--- src/rtl/tdm_codec_pkg.sv ---
package tdm_codec_pkg;
  localparam int CTL_W = 8;

  typedef enum logic [1:0] {
    ADDR_LOW  = 2'b00,
    ADDR_MID  = 2'b01,
    ADDR_HIGH = 2'b10
  } addr_lvl_e;

  typedef struct packed {
    logic       pd;
    logic       dloop;
    logic       aloop;
    logic       test;
    logic [3:0] gain;
  } ctl_a_t;
endpackage

--- src/rtl/tdm_slot_timer.sv ---
module tdm_slot_timer
  import tdm_codec_pkg::*;
#(
  parameter int WORD_W = 8
) (
  input  logic       clk,
  input  logic       rst_n,
  input  logic       sync_n,
  input  logic [1:0] addr,
  output logic       start,
  output logic       active,
  output logic       last,
  output logic       tgt_b
);
  localparam int CW = $clog2(WORD_W);
  localparam logic [CW-1:0] LAST_IDX = CW'(WORD_W - 1);

  logic [CW-1:0] cnt;
  logic          addr_ok;

  // sync is only honoured between slots and with a mid/high address
  assign addr_ok = (addr == ADDR_MID) || (addr == ADDR_HIGH);
  assign start   = !sync_n && !active && addr_ok;
  assign last    = active && (cnt == LAST_IDX);

  always_ff @(posedge clk or negedge rst_n) begin
    if (!rst_n) begin
      active <= 1'b0;
      cnt    <= '0;
      tgt_b  <= 1'b0;
    end else if (start) begin
      active <= 1'b1;
      cnt    <= '0;
      tgt_b  <= (addr == ADDR_HIGH);
    end else if (active) begin
      cnt <= cnt + 1'b1;
      if (last) active <= 1'b0;
    end
  end
endmodule

--- src/rtl/tdm_pcm_path.sv ---
module tdm_pcm_path #(
  parameter int              WORD_W    = 8,
  parameter logic [WORD_W-1:0] IDLE_CODE = '1
) (
  input  logic              clk,
  input  logic              rst_n,
  input  logic              start,
  input  logic              active,
  input  logic              last,
  input  logic              dloop,
  input  logic              pcm_rx,
  output logic              tx_bit,
  input  logic              enc_valid,
  output logic              enc_ready,
  input  logic [WORD_W-1:0] enc_word,
  output logic              dec_valid,
  output logic [WORD_W-1:0] dec_word
);
  logic              hold_full;
  logic [WORD_W-1:0] hold_word;
  logic [WORD_W-1:0] tx_sh;
  logic [WORD_W-2:0] rx_sh;
  logic [WORD_W-1:0] last_rx;
  logic [WORD_W-1:0] rx_full;
  logic              take, use_hold;

  assign enc_ready = !hold_full;
  assign take      = enc_valid && enc_ready;
  assign use_hold  = start && !dloop && hold_full;
  assign rx_full   = {rx_sh, pcm_rx};
  assign tx_bit    = tx_sh[WORD_W-1];

  // one-word holding buffer toward the encoder
  always_ff @(posedge clk or negedge rst_n) begin
    if (!rst_n) begin
      hold_full <= 1'b0;
      hold_word <= '0;
    end else if (use_hold) begin
      hold_full <= 1'b0;
    end else if (take) begin
      hold_full <= 1'b1;
      hold_word <= enc_word;
    end
  end

  // transmit shifter, MSB first
  always_ff @(posedge clk or negedge rst_n) begin
    if (!rst_n) begin
      tx_sh <= '0;
    end else if (start) begin
      if (dloop)          tx_sh <= last_rx;
      else if (hold_full) tx_sh <= hold_word;
      else                tx_sh <= IDLE_CODE;
    end else if (active) begin
      tx_sh <= {tx_sh[WORD_W-2:0], 1'b0};
    end
  end

  // receive shifter and word delivery
  always_ff @(posedge clk or negedge rst_n) begin
    if (!rst_n) begin
      rx_sh     <= '0;
      last_rx   <= '0;
      dec_word  <= '0;
      dec_valid <= 1'b0;
    end else begin
      dec_valid <= last;
      if (active) rx_sh <= rx_full[WORD_W-2:0];
      if (last) begin
        dec_word <= rx_full;
        last_rx  <= rx_full;
      end
    end
  end
endmodule

--- src/rtl/tdm_ctl_regs.sv ---
module tdm_ctl_regs
  import tdm_codec_pkg::*;
#(
  parameter int DRV_N = 6
) (
  input  logic             clk,
  input  logic             rst_n,
  input  logic             start,
  input  logic             active,
  input  logic             last,
  input  logic             tgt_b,
  input  logic [1:0]       addr,
  input  logic             ctl_in,
  output ctl_a_t           reg_a,
  output logic [DRV_N-1:0] drv,
  output logic             pwr_down
);
  logic [CTL_W-2:0] ctl_sh;
  logic [CTL_W-1:0] word;
  logic             st_mode, st_low;
  logic             load_a, load_b;

  assign word   = {ctl_sh, ctl_in};
  assign load_a = last && !tgt_b;
  assign load_b = last && tgt_b;

  always_ff @(posedge clk or negedge rst_n) begin
    if (!rst_n)      ctl_sh <= '0;
    else if (active) ctl_sh <= word[CTL_W-2:0];
  end

  always_ff @(posedge clk or negedge rst_n) begin
    if (!rst_n)      reg_a <= '0;
    else if (load_a) reg_a <= ctl_a_t'(word);
  end

  // drive outputs, each bit loaded as part of the whole word
  for (genvar g = 0; g < DRV_N; g++) begin : g_drv
    always_ff @(posedge clk or negedge rst_n) begin
      if (!rst_n)      drv[g] <= 1'b0;
      else if (load_b) drv[g] <= word[g];
    end
  end

  // static level mode with the address held low
  always_ff @(posedge clk or negedge rst_n) begin
    if (!rst_n) begin
      st_mode <= 1'b0;
      st_low  <= 1'b0;
    end else if (start) begin
      st_mode <= 1'b0;
    end else if (!active && addr == ADDR_LOW) begin
      st_mode <= 1'b1;
      st_low  <= !ctl_in;
    end
  end

  assign pwr_down = st_mode ? st_low : reg_a.pd;
endmodule

--- src/rtl/tdm_codec_port.sv ---
module tdm_codec_port
  import tdm_codec_pkg::*;
#(
  parameter int               DRV_N     = 6,
  parameter logic [CTL_W-1:0] IDLE_CODE = 8'hFF
) (
  input  logic             clk,
  input  logic             rst_n,
  input  logic             sync_n,
  input  logic [1:0]       addr,
  input  logic             ctl_in,
  input  logic             pcm_rx,
  output logic             pcm_tx,
  output logic             pcm_tx_oe,
  input  logic             enc_valid,
  output logic             enc_ready,
  input  logic [CTL_W-1:0] enc_word,
  output logic             dec_valid,
  output logic [CTL_W-1:0] dec_word,
  output logic             pwr_down,
  output logic [3:0]       gain_code,
  output logic             dig_loop,
  output logic             ana_loop,
  output logic             test_en,
  output logic [DRV_N-1:0] drv_out
);
  logic   start, active, last, tgt_b, tx_bit;
  ctl_a_t reg_a;

  tdm_slot_timer #(.WORD_W(CTL_W)) u_timer (
    .clk(clk), .rst_n(rst_n), .sync_n(sync_n), .addr(addr),
    .start(start), .active(active), .last(last), .tgt_b(tgt_b)
  );

  tdm_pcm_path #(.WORD_W(CTL_W), .IDLE_CODE(IDLE_CODE)) u_pcm (
    .clk(clk), .rst_n(rst_n), .start(start), .active(active), .last(last),
    .dloop(reg_a.dloop), .pcm_rx(pcm_rx), .tx_bit(tx_bit),
    .enc_valid(enc_valid), .enc_ready(enc_ready), .enc_word(enc_word),
    .dec_valid(dec_valid), .dec_word(dec_word)
  );

  tdm_ctl_regs #(.DRV_N(DRV_N)) u_ctl (
    .clk(clk), .rst_n(rst_n), .start(start), .active(active), .last(last),
    .tgt_b(tgt_b), .addr(addr), .ctl_in(ctl_in),
    .reg_a(reg_a), .drv(drv_out), .pwr_down(pwr_down)
  );

  assign pcm_tx_oe = active;
  assign pcm_tx    = active & tx_bit;
  assign gain_code = reg_a.gain;
  assign dig_loop  = reg_a.dloop;
  assign ana_loop  = reg_a.aloop;
  assign test_en   = reg_a.test;
endmodule

--- config.mk ---
export PLATFORM = sky130hd
export DESIGN_NAME = tdm_codec_port
export DESIGN_NICKNAME = d
export VERILOG_FILES = /design/src/rtl/tdm_codec_pkg.sv /design/src/rtl/tdm_slot_timer.sv /design/src/rtl/tdm_pcm_path.sv /design/src/rtl/tdm_ctl_regs.sv /design/src/rtl/tdm_codec_port.sv
export SDC_FILE = /design/constraint.sdc
export NUM_CORES = 1
export LEC_CHECK = 0
export ABC_CLOCK_PERIOD_IN_PS = 2100
export BUFFER_PORTS_ARGS = -buffer_cell sky130_fd_sc_hd__clkbuf_2
export CAP_MARGIN = 30
export CORE_ASPECT_RATIO = 1.4
export CORE_MARGIN = 2
export CORE_UTILIZATION = 42
export CTS_CLUSTER_SIZE = 20
export DETAILED_ROUTE_END_ITERATION = 8
export SYNTH_ARGS = -nofsm -noshare
export SYNTH_HDL_FRONTEND = slang
export SYNTH_SLANG_ARGS = --single-unit
--- constraint.sdc ---
create_clock -name clk -period 2.1 [get_ports clk]
set_clock_uncertainty 0.05 [all_clocks]
set_input_delay 0.42 -clock clk [delete_from_list [all_inputs] [get_ports clk]]
set_output_delay 0.42 -clock clk [all_outputs]
set_load 0.005 [all_outputs]
==> metrics, run 1 <==
status completed; Post-CTS Setup Repair Bufs 0; Vert. Die Dim 96.4 um; Final period util 83.2%; Final ANT Viol Nets 0; CP endpoint kind output pin; GRT overflow 0; post-DR wirelength/cell 15.3 um; n_diodes 0; Rel. slew slack 76.8%; fmax 572 MHz; clock buffer depth 2; Routed WL 4.70 mm; fraction of layout instances using a drive strength above 1 47.3%; clock sink count 61; Core Region 5860 um^2; Max-cap violations 0; RR Startpoint u_timer.cnt[0]; post-CTS sizing 0; vias in the first global route 1582; top_reg_cell synth dfrtp_1; worst path arrival time 1280 ps; die area 6740 um^2; Hold WS 24.0 ps; Fin. Hold Viols 0; RSZ-0062 raised after global routing no; EDFF count, synth 0; Initial Utilization 43.6%; HPWL after DPL 3.21 mm; Yosys reg bits 61; synthesis-to-finish area growth 18.8%; Layout Cells excl Fill 307; TritonCTS Buffers 9; PortBufs 41; layout filler cell count 554; Final min period 1750 ps; CP Max Fanout 25; Core Util, Final 51.9%; post-route setup TNS 0 ps; chip width 70.0 um; synthesized instance count 186; cell with the most instances after synthesis dfrtp_1; count of cell types in the netlist 22; Int Pwr 3.20 mW; ys async rst share 100%; gr usage total 15.2%; syn nets 206; Switching Share 31.3%; Flop pwr share 45.6%; Hold-fix buffers, CTS 0; reg2reg end u_ctl.reg_a[7]; Vias 1545; Avg Cell Area, Syn 13.8 um^2; power density over cell area 1540 nW/um^2; list of most frequent post-synthesis cells dfrtp_1, mux2_2, a21oi_1; first-pass GRT wire length 7.76 mm; R2R setup slack 360 ps; Clock power frac 22.4%; Nets 252; Pleak 1.45 nW; Initial DRC Count 107; sequential element share of the synthesized area 59.7%; switching power 1.46 mW; main area contributors after synthesis dfrtp_1, mux2_2, mux2_4; final count of pins violating max slew 0; startpoint types flop; Worst Max-Slew Pin Slew 347 ps; clock-pin slew on the worst setup and hold paths 70 ps; CTS tree built; initial antenna violation count 0; Root Driver clkbuf_8; cells on worst reg2reg path 6; worst hold-check path type in2async; CP required 1630 ps; routed vias/inst 5.03; # DRC 0; Gate power share 32.0%; H-tree depth 3; Overall Power 4.67 mW; Site Rows 33; top-area cell type share of the netlist area 59.7%; Placed Cells 291; drt first pass iters 4; Crit Path Category reg2out; Synth area leader dfrtp_1; Worst-Skew Late Latency 340 ps; IO Count 42; Max rail drop VDD 0.748 mV; Synth Warn # 0; Final setup viols 0; Synth Cell Area 2560 um^2; largest net degree at the start of global routing 62; Placer Congestion 0.723
critical path, stage by stage, from the launching register on:
cell and delay, ps:
dfrtp_1 410, buf_4 270, and2_1 160, clkbuf_2 100
layout by cell type, fill, tap and decap left out, drive strengths merged:
master	n
a21oi	15
buf	7
and2	1
o31ai	1
nand2	7
o21ai	2
clkbuf	51
ha	4
mux2i	1
nand3	1
o221ai	8
nand2b	3
or2	1
bufinv	1
nor2	5
mux2	47
nor2b	10
clkinvlp	3
clkinv	2
dfrtp	61
inv	6
kinds of logic (layout without fill, tap and decap cells):
kind of cell	count (synthesis)	count (layout)	synth area share, %
flops	61	61	59.7
fa+ha+maj	4	4	1.96
compound gates	26	26	6.36
simple gates	28	28	5.92
mux	48	48	22.2
buf+inv	19	70	3.86
power by group through the flow:
| stage | Combinational (mW) | Sequential (mW) | Clock, mW |
|---|---|---|---|
| 2_1_floorplan | 1.12 | 2.05 | 0 |
| 3_3_place_gp | 1.49 | 2.14 | 0 |
| 3_5_place_dp | 1.52 | 2.15 | 0 |
| 4_1_cts | 1.53 | 2.14 | 1.07 |
| 5_1_grt | 1.67 | 2.21 | 1.12 |
| 6_report | 1.50 | 2.13 | 1.05 |
state kept, by name, indices dropped and copies added (netlist names):
| name | flops |
|---|---|
| u_ctl.ctl_sh | 7 |
| u_ctl.drv | 6 |
| u_ctl.reg_a | 8 |
| u_ctl.st_low | 1 |
| u_ctl.st_mode | 1 |
| u_pcm.dec_valid | 1 |
| u_pcm.dec_word | 8 |
| u_pcm.hold_full | 1 |
| u_pcm.hold_word | 8 |
| u_pcm.rx_sh | 7 |
| u_pcm.tx_sh | 8 |
| u_timer.active | 1 |
| u_timer.cnt | 3 |
| u_timer.tgt_b | 1 |
layout make-up:
cell class | instances | area [um^2] | area share (%)
Sequential cell | 61 | 1530 | 50.2
Timing Repair Buffer | 48 | 270 | 8.89
Multi-Input combinational cell | 106 | 933 | 30.7
Tap cell | 70 | 87.6 | 2.88
Clock buffer | 10 | 138 | 4.53
Clock inverter | 6 | 62.6 | 2.06
Inverter | 6 | 22.5 | 0.741
worst max path at each step:
stage	from	slack, ps	endpoint
final	u_timer.active	350	pcm_tx
after global routing	u_timer.cnt[0]	250	u_ctl.reg_a[5]
after CTS	u_timer.active	320	pcm_tx
after detailed placement	u_timer.cnt[0]	350	u_ctl.reg_a[3]
after global placement	u_timer.cnt[0]	400	u_ctl.reg_a[3]
after floorplan	u_timer.cnt[0]	480	u_ctl.reg_a[0]
routing by layer:
layer  part of all wire [%]  vias to the layer above  wire, um  GRT usage, %
met5                      0                        -         0             0
met2                     48                       51      2240          24.1
met1                     45                      750      2130          19.5
met3                    6.1                        6       285          5.24
met4                   0.89                        0        42          5.77
li1                       -                      738         -             -
stage by stage:
stage | setup WS [ps] | cell area [um^2]
finish | 352 | 3040
global route | 248 | 3040
CTS | 324 | 3040
detailed placement | 347 | 2840
global placement | 398 | 2840
floorplan | 478 | 2560
(Power assumes the default switching activity.)
==> run 2: changes to the inputs <==
--- a/config.mk
+++ b/config.mk
@@ -5,7 +5,8 @@
 export SDC_FILE = /design/constraint.sdc
 export NUM_CORES = 1
 export LEC_CHECK = 0
-export ABC_CLOCK_PERIOD_IN_PS = 2100
+export ABC_AREA = 1
+export ABC_CLOCK_PERIOD_IN_PS = 1400
 export BUFFER_PORTS_ARGS = -buffer_cell sky130_fd_sc_hd__clkbuf_2
 export CAP_MARGIN = 30
 export CORE_ASPECT_RATIO = 1.4
==> constraint.sdc (replaced) <==
create_clock -name clk -period 1.4 [get_ports clk]
set_clock_uncertainty 0.05 [all_clocks]
set_input_delay 0.28 -clock clk [delete_from_list [all_inputs] [get_ports clk]]
set_output_delay 0.28 -clock clk [all_outputs]
set_load 0.005 [all_outputs]
==> metrics, run 2 <==
count of cell types in the netlist 20 (-9.1%); syn nets 307 (+49%); Placer Congestion 0.772 (+6.7%); CTS tree built; top-area cell type share of the netlist area 58.6% (-1.1 points); Multi-input gate area 861 um^2 (-7.8%); startpoint types flop; CP Max Fanout 9 (-64%); HPWL after DPL 3.54 mm (+10%); Pleak 1.67 nW (+15%); Final setup viols 0 (unchanged); synthesis-to-finish area growth 21.3%; Nets 360 (+43%); Avg Cell Area, Syn 9.08 um^2 (-34%); fmax 743 MHz; Worst Max-Slew Pin Slew 378 ps (+31.0 ps); Worst setup endpoint dig_loop; number of cells on the worst hold path 3; most frequent cells in the layout nand2_1, dfrtp_1, clkbuf_2, inv_1, nand3_1; reg2reg end u_ctl.drv[5]; RR Startpoint u_timer.cnt[0]; drt first pass iters 4 (unchanged); fraction of layout instances using a drive strength above 1 25.7% (-22 points); Core Region 6130 um^2 (+4.5%); PortBufs 41 (unchanged); GRT overflow 0 (unchanged); IO Count 42 (unchanged); placed instance area 2900 um^2 (+1.9%); Vert. Die Dim 97.2 um (+0.89%); EDFF count, synth 0 (unchanged); Synth Cell Area 2610 um^2 (+1.9%); switching power 2.40 mW (+64%); Synth Area in XOR/XNOR 0% (unchanged); CP endpoint kind output pin; cell with the most instances after synthesis nand2_1; Max-cap violations 0 (unchanged); Synth area leader dfrtp_1; Initial DRC Count 96 (-10%); Synth Area in Compound Gates 10.4% (+4.0 points); status completed; power density over cell area 2110 nW/um^2 (+38%); H-tree depth 3 (unchanged); Crit Path Category reg2out; Final period util 96.1%; Clock power frac 21.7% (-0.7 points); fin area 3160 um^2 (+4.0%); worst path arrival time 1020 ps (-260 ps); # DRC 0 (unchanged); die area 6860 um^2 (+1.8%); most common cell after layout, fill and taps aside nand2_1; final count of pins violating max slew 0 (unchanged); top_reg_cell synth dfrtp_1; cells on worst reg2reg path 7 (+1); Yosys reg bits 61 (unchanged); RSZ-0062 raised after global routing yes; CP startpoint u_ctl.reg_a[6]; Final min period 1350 ps; chip width 70.6 um (+0.87%); R2R setup slack 90 ps (-270 ps); clock-pin slew on the worst setup and hold paths 60 ps (about the same); worst hold-check path type in2reg; FF+latch area 1530 um^2 (+0.16%); Vias 2000 (+29%); layout filler cell count 608 (+9.7%); vias in the first global route 1890 (+19%); sequential element share of the synthesized area 58.6% (-1.1 points); combinational family with the most area after synthesis simple AND/OR/NAND/NOR gates; Max rail drop VDD 0.968 mV (+29%); Root Driver clkbuf_8; Overall Power 6.68 mW (+43%); Switching Share 35.9% (+4.5 points); largest net degree at the start of global routing 62 (unchanged); Flop pwr share 44.5% (-1.1 points); clock sink count 61 (unchanged); Site Rows 34 (+3.0%); Routed WL 5.28 mm (+12%); ys async rst share 100% (unchanged); first-pass GRT wire length 8.78 mm (+13%); CP required 1070 ps (-560 ps); mux contribution to synthesized area 0% (-22 points); Fin. Hold Viols 0 (unchanged); Initial Utilization 42.5% (-1.1 points); list of most frequent post-synthesis cells nand2_1, dfrtp_1, inv_1; n_diodes 0 (unchanged); Synth Area in Adders 1.92% (-0.036 points); synthesized instance count 287 (+54%); Worst-Skew Late Latency 330 ps (about the same); gr usage total 16.4% (+1.1 points); Synth Warn # 0 (unchanged); routed vias/inst 4.82 (-4.2%); post-DR wirelength/cell 12.7 um (-17%); clock buffer depth 2 (unchanged); initial antenna violation count 0 (unchanged); Simple-Gate Fraction of Synth Area 19.1% (+13 points); TritonCTS Buffers 9 (unchanged); Final ANT Viol Nets 0 (unchanged); Gate power share 33.8% (+1.8 points); Int Pwr 4.28 mW (+34%); Rel. slew slack 74.8% (-2.0 points); main area contributors after synthesis dfrtp_1, nand2_1, nand3_1
[run 2: cell types whose count changed in the layout (fill, tap and decap cells not counted), moves of 10 or more]
cell     change
o21ai_0     +24
inv_1       +31
nor2b_1     -10
nand3_1     +34
mux2_2      -39
nand2_1     +63
[run 2: power groups by stage]
stage	Combinational, mW	Clock [mW]	Sequential [mW]
after floorplan	1.49	0	2.90
after global placement	2.08	0	2.99
after detailed placement	2.14	0	2.99
after CTS	2.15	1.49	2.98
after global routing	2.62	1.56	3.07
final	2.26	1.45	2.97
[run 2: cell type report]
| class | count | share of cell area, % |
|---|---|---|
| Sequential cell | 61 | 48.4 |
| Clock inverter | 1 | 0.158 |
| Inverter | 40 | 4.83 |
| Multi-Input combinational cell | 170 | 27.2 |
| Timing Repair Buffer | 58 | 10.9 |
| Clock buffer | 13 | 5.66 |
| Tap cell | 72 | 2.85 |
[run 2: timing repair]
action                                 4_1_cts  5_1_grt
cloned                                       0        1
gates resized for setup                      2        4
hold buffers                                 1        0
setup endpoints to repair                    3       21
endpoints found under the hold margin       61        0
buffers inserted                             1        4
[run 2: logic make-up after synthesis]
group | count (synthesis)
AOI/OAI and AO/OA | 48
adders and majority gates | 4
and+or+nand+nor | 117
buffers and inverters | 57
DFF | 61
[run 2: worst min path at each step]
stage / startpoint / endpoint / slack, ps
after floorplan: rst_n / u_ctl.ctl_sh[0] / -70
after global placement: rst_n / u_pcm.dec_word[3] / 270
after detailed placement: rst_n / u_pcm.dec_word[3] / 270
after CTS: enc_word[0] / u_pcm.hold_word[0] / 120
after global routing: enc_word[5] / u_pcm.hold_word[5] / 130
final: enc_word[0] / u_pcm.hold_word[0] / 130
[run 2: routing by layer]
layer | GRT usage, % | routed length (um)
met4 | 8.71 | 91
met1 | 21.6 | 2370
met3 | 5.08 | 235
met2 | 24.1 | 2580
met5 | 0 | 0
[run 2: critical path: stages, from the launching register on]
cell	delay (ps)
dfrtp_1	390
buf_4	170
clkbuf_2	120
[run 2: through the flow]
step | hold WS, ps | util (%) | worst slack, ps | TNS (ps) | instances
2_1_floorplan | -65.6 | - | 16.0 | 0 | 287
6_report | 130 | 51.6 | 54.6 | 0 | 415
3_3_place_gp | 270 | 47.3 | 8.32 | 0 | 395
5_1_grt | 133 | 51.6 | -29.0 | -104 | 415
4_1_cts | 121 | 50.5 | 1.19 | 0 | 410
3_5_place_dp | 274 | 47.3 | -5.19 | -5.19 | 395
==> run 3: changes to the inputs <==
--- a/config.mk
+++ b/config.mk
@@ -11,9 +11,10 @@
 export CAP_MARGIN = 30
 export CORE_ASPECT_RATIO = 1.4
 export CORE_MARGIN = 2
-export CORE_UTILIZATION = 42
+export CORE_UTILIZATION = 50
 export CTS_CLUSTER_SIZE = 20
 export DETAILED_ROUTE_END_ITERATION = 8
+export PLACE_DENSITY = 0.73
 export SYNTH_ARGS = -nofsm -noshare
 export SYNTH_HDL_FRONTEND = slang
 export SYNTH_SLANG_ARGS = --single-unit
==> metrics, run 3 (synthesis gave the netlist of run 2 again) <==
Slowest-stage cell, CP dfrtp_2; initial antenna violation count 0 (unchanged); Initial DRC Count 62 (-35%); drt first pass iters 4 (unchanged); Final ANT Viol Nets 0 (unchanged); final count of pins violating max slew 0 (unchanged); HPWL after DPL 3.53 mm (-0.26%); critical-path cell list nand2_1, inv_1, clkbuf_2; Vias 1994 (-0.30%); status completed; PortBufs 41 (unchanged); n_diodes 0 (unchanged); cells on worst reg2reg path 6 (-1); chip width 65.0 um (-7.9%); die area 5810 um^2 (-15%); synthesis-to-finish area growth 19.6%; Final period util 96.2% (+0.12 points); Final min period 1350 ps (+1.69 ps); Root Driver clkbuf_8; RR Startpoint u_timer.cnt[0]; routed vias/inst 4.92 (+2.2%); Vert. Die Dim 89.4 um (-8.0%); Nets 356 (-1.1%); most frequent cells in the layout nand2_1, dfrtp_1, clkbuf_2, inv_1, nand3_1; met3 GRT Util 6.42% (+1.3 points); GRT overflow 0 (unchanged); gr usage total 19.3% (+2.9 points); # DRC 0 (unchanged); Max rail drop VDD 1.28 mV (+32%); FF+latch area 1530 um^2 (about the same); Placer Congestion 0.780 (+1.1%); Overall Power 6.53 mW (-2.2%); Crit Path Category reg2out; Worst Max-Slew Pin Slew 384 ps (+5.70 ps); startpoint types flop; Final setup viols 0 (unchanged); Site Rows 31 (-8.8%); fin area 3120 um^2 (-1.4%); CP startpoint u_timer.active; CP required 1070 ps (about the same); R2R setup slack 60 ps (-30 ps); reg2reg end u_ctl.reg_a[2]; Core Region 5120 um^2 (-16%); first-pass GRT wire length 8.41 mm (-4.2%); worst path arrival time 1020 ps (about the same); clock-pin slew on the worst setup and hold paths 60 ps (about the same); clock sink count 61 (unchanged); Max-cap violations 0 (unchanged); CP max stage delay 460 ps (+70 ps); power density over cell area 2100 nW/um^2 (-0.77%); CP Max Fanout 9 (unchanged); Worst setup endpoint pcm_tx; Routed WL 5.07 mm (-3.9%); layout filler cell count 467 (-23%); RSZ-0062 raised after global routing yes; most common cell after layout, fill and taps aside nand2_1; H-tree depth 3 (unchanged); fraction of layout instances using a drive strength above 1 24.5% (-1.2 points); worst hold-check path type in2reg; post-DR wirelength/cell 12.5 um (-1.5%); Rel. slew slack 74.4% (-0.35 points); Multi-input gate area 852 um^2 (-1.0%); IO Count 42 (unchanged); Fin. Hold Viols 0 (unchanged); placed instance area 2890 um^2 (-0.35%); Pleak 1.65 nW (-1.3%); clock buffer depth 2 (unchanged); Worst-Skew Late Latency 330 ps (about the same); met1 usage 24.1% (+2.6 points); TritonCTS Buffers 9 (unchanged); vias in the first global route 1877 (-0.69%); CP endpoint kind output pin; met2 Usage GRT 31.4% (+7.3 points); largest net degree at the start of global routing 32 (-48%); fmax 742 MHz (-0.13%); Initial Utilization 50.9% (+8.4 points); CTS tree built; busiest grt layer met2
## run 3: changes by cell type in the layout (fill, tap and decap cells not counted), sizes merged
| cell | delta |
|---|---|
| buf | -2 |
| clkbuf | -3 |
| clkinv | +1 |
## run 3: layer usage
metal / part of all wire [%] / vias to the layer above
met5: 0 / -
met4: 1.8 / 0
met3: 4.1 / 7
met2: 49 / 36
met1: 45 / 951
li1: - / 1000
## run 3: how the worst min path moves through the flow
stage,from,to,slack [ps],depth (start not counted)
after floorplan,rst_n,u_ctl.ctl_sh[0],-70,0
after global placement,rst_n,u_pcm.dec_word[5],160,1
after detailed placement,rst_n,u_pcm.dec_word[5],160,1
after CTS,ctl_in,u_ctl.st_low,120,2
after global routing,enc_word[5],u_pcm.hold_word[5],140,3
final,enc_word[0],u_pcm.hold_word[0],130,3
## run 3: worst max-delay path, delay by kind of cell (launching register included)
kind	cells	cell delay, ps
flops	1	460
buf+inv	2	140
simple gates	1	90
## run 3: what timing repair did
action                                 4_1_cts  5_1_grt
endpoints found under the hold margin        9        0
cloned                                       0        1
hold buffers                                 1        0
buffers inserted                             1        2
setup endpoints to repair                   12       20
pin swaps                                    0        1
gates resized for setup                      3        5
## run 3: stage by stage
| stage | hold slack, ps | std cells | setup slack, ps | util, % | TNS [ps] |
|---|---|---|---|---|---|
| final | 129 | 405 | 52.9 | 60.9 | 0 |
| after global routing | 142 | 405 | -16.6 | 60.9 | -33.5 |
| after CTS | 118 | 402 | 23.9 | 60.1 | 0 |
| after detailed placement | 164 | 387 | 8.38 | 56.4 | 0 |
| after global placement | 160 | 387 | 45.3 | 56.4 | 0 |
| after floorplan | -65.6 | 287 | 16.0 | - | 0 |
## run 3: cell type report
type                    count  share of cell area, %
flip-flops and latches     61                   49.0
multi-input cells         170                   27.3
repair buffers             54                   10.7
clock buffers              12                   4.98
inverters                  40                   4.98
well taps                  66                   2.65
clock inverters             2                  0.321
## run 3: where the power goes
group	total (mW)	switching [mW]	internal [mW]
clock network	1.34	0.630	0.713
registers	2.99	0.458	2.53
logic	2.20	1.29	0.903
total	6.53	2.38	4.15
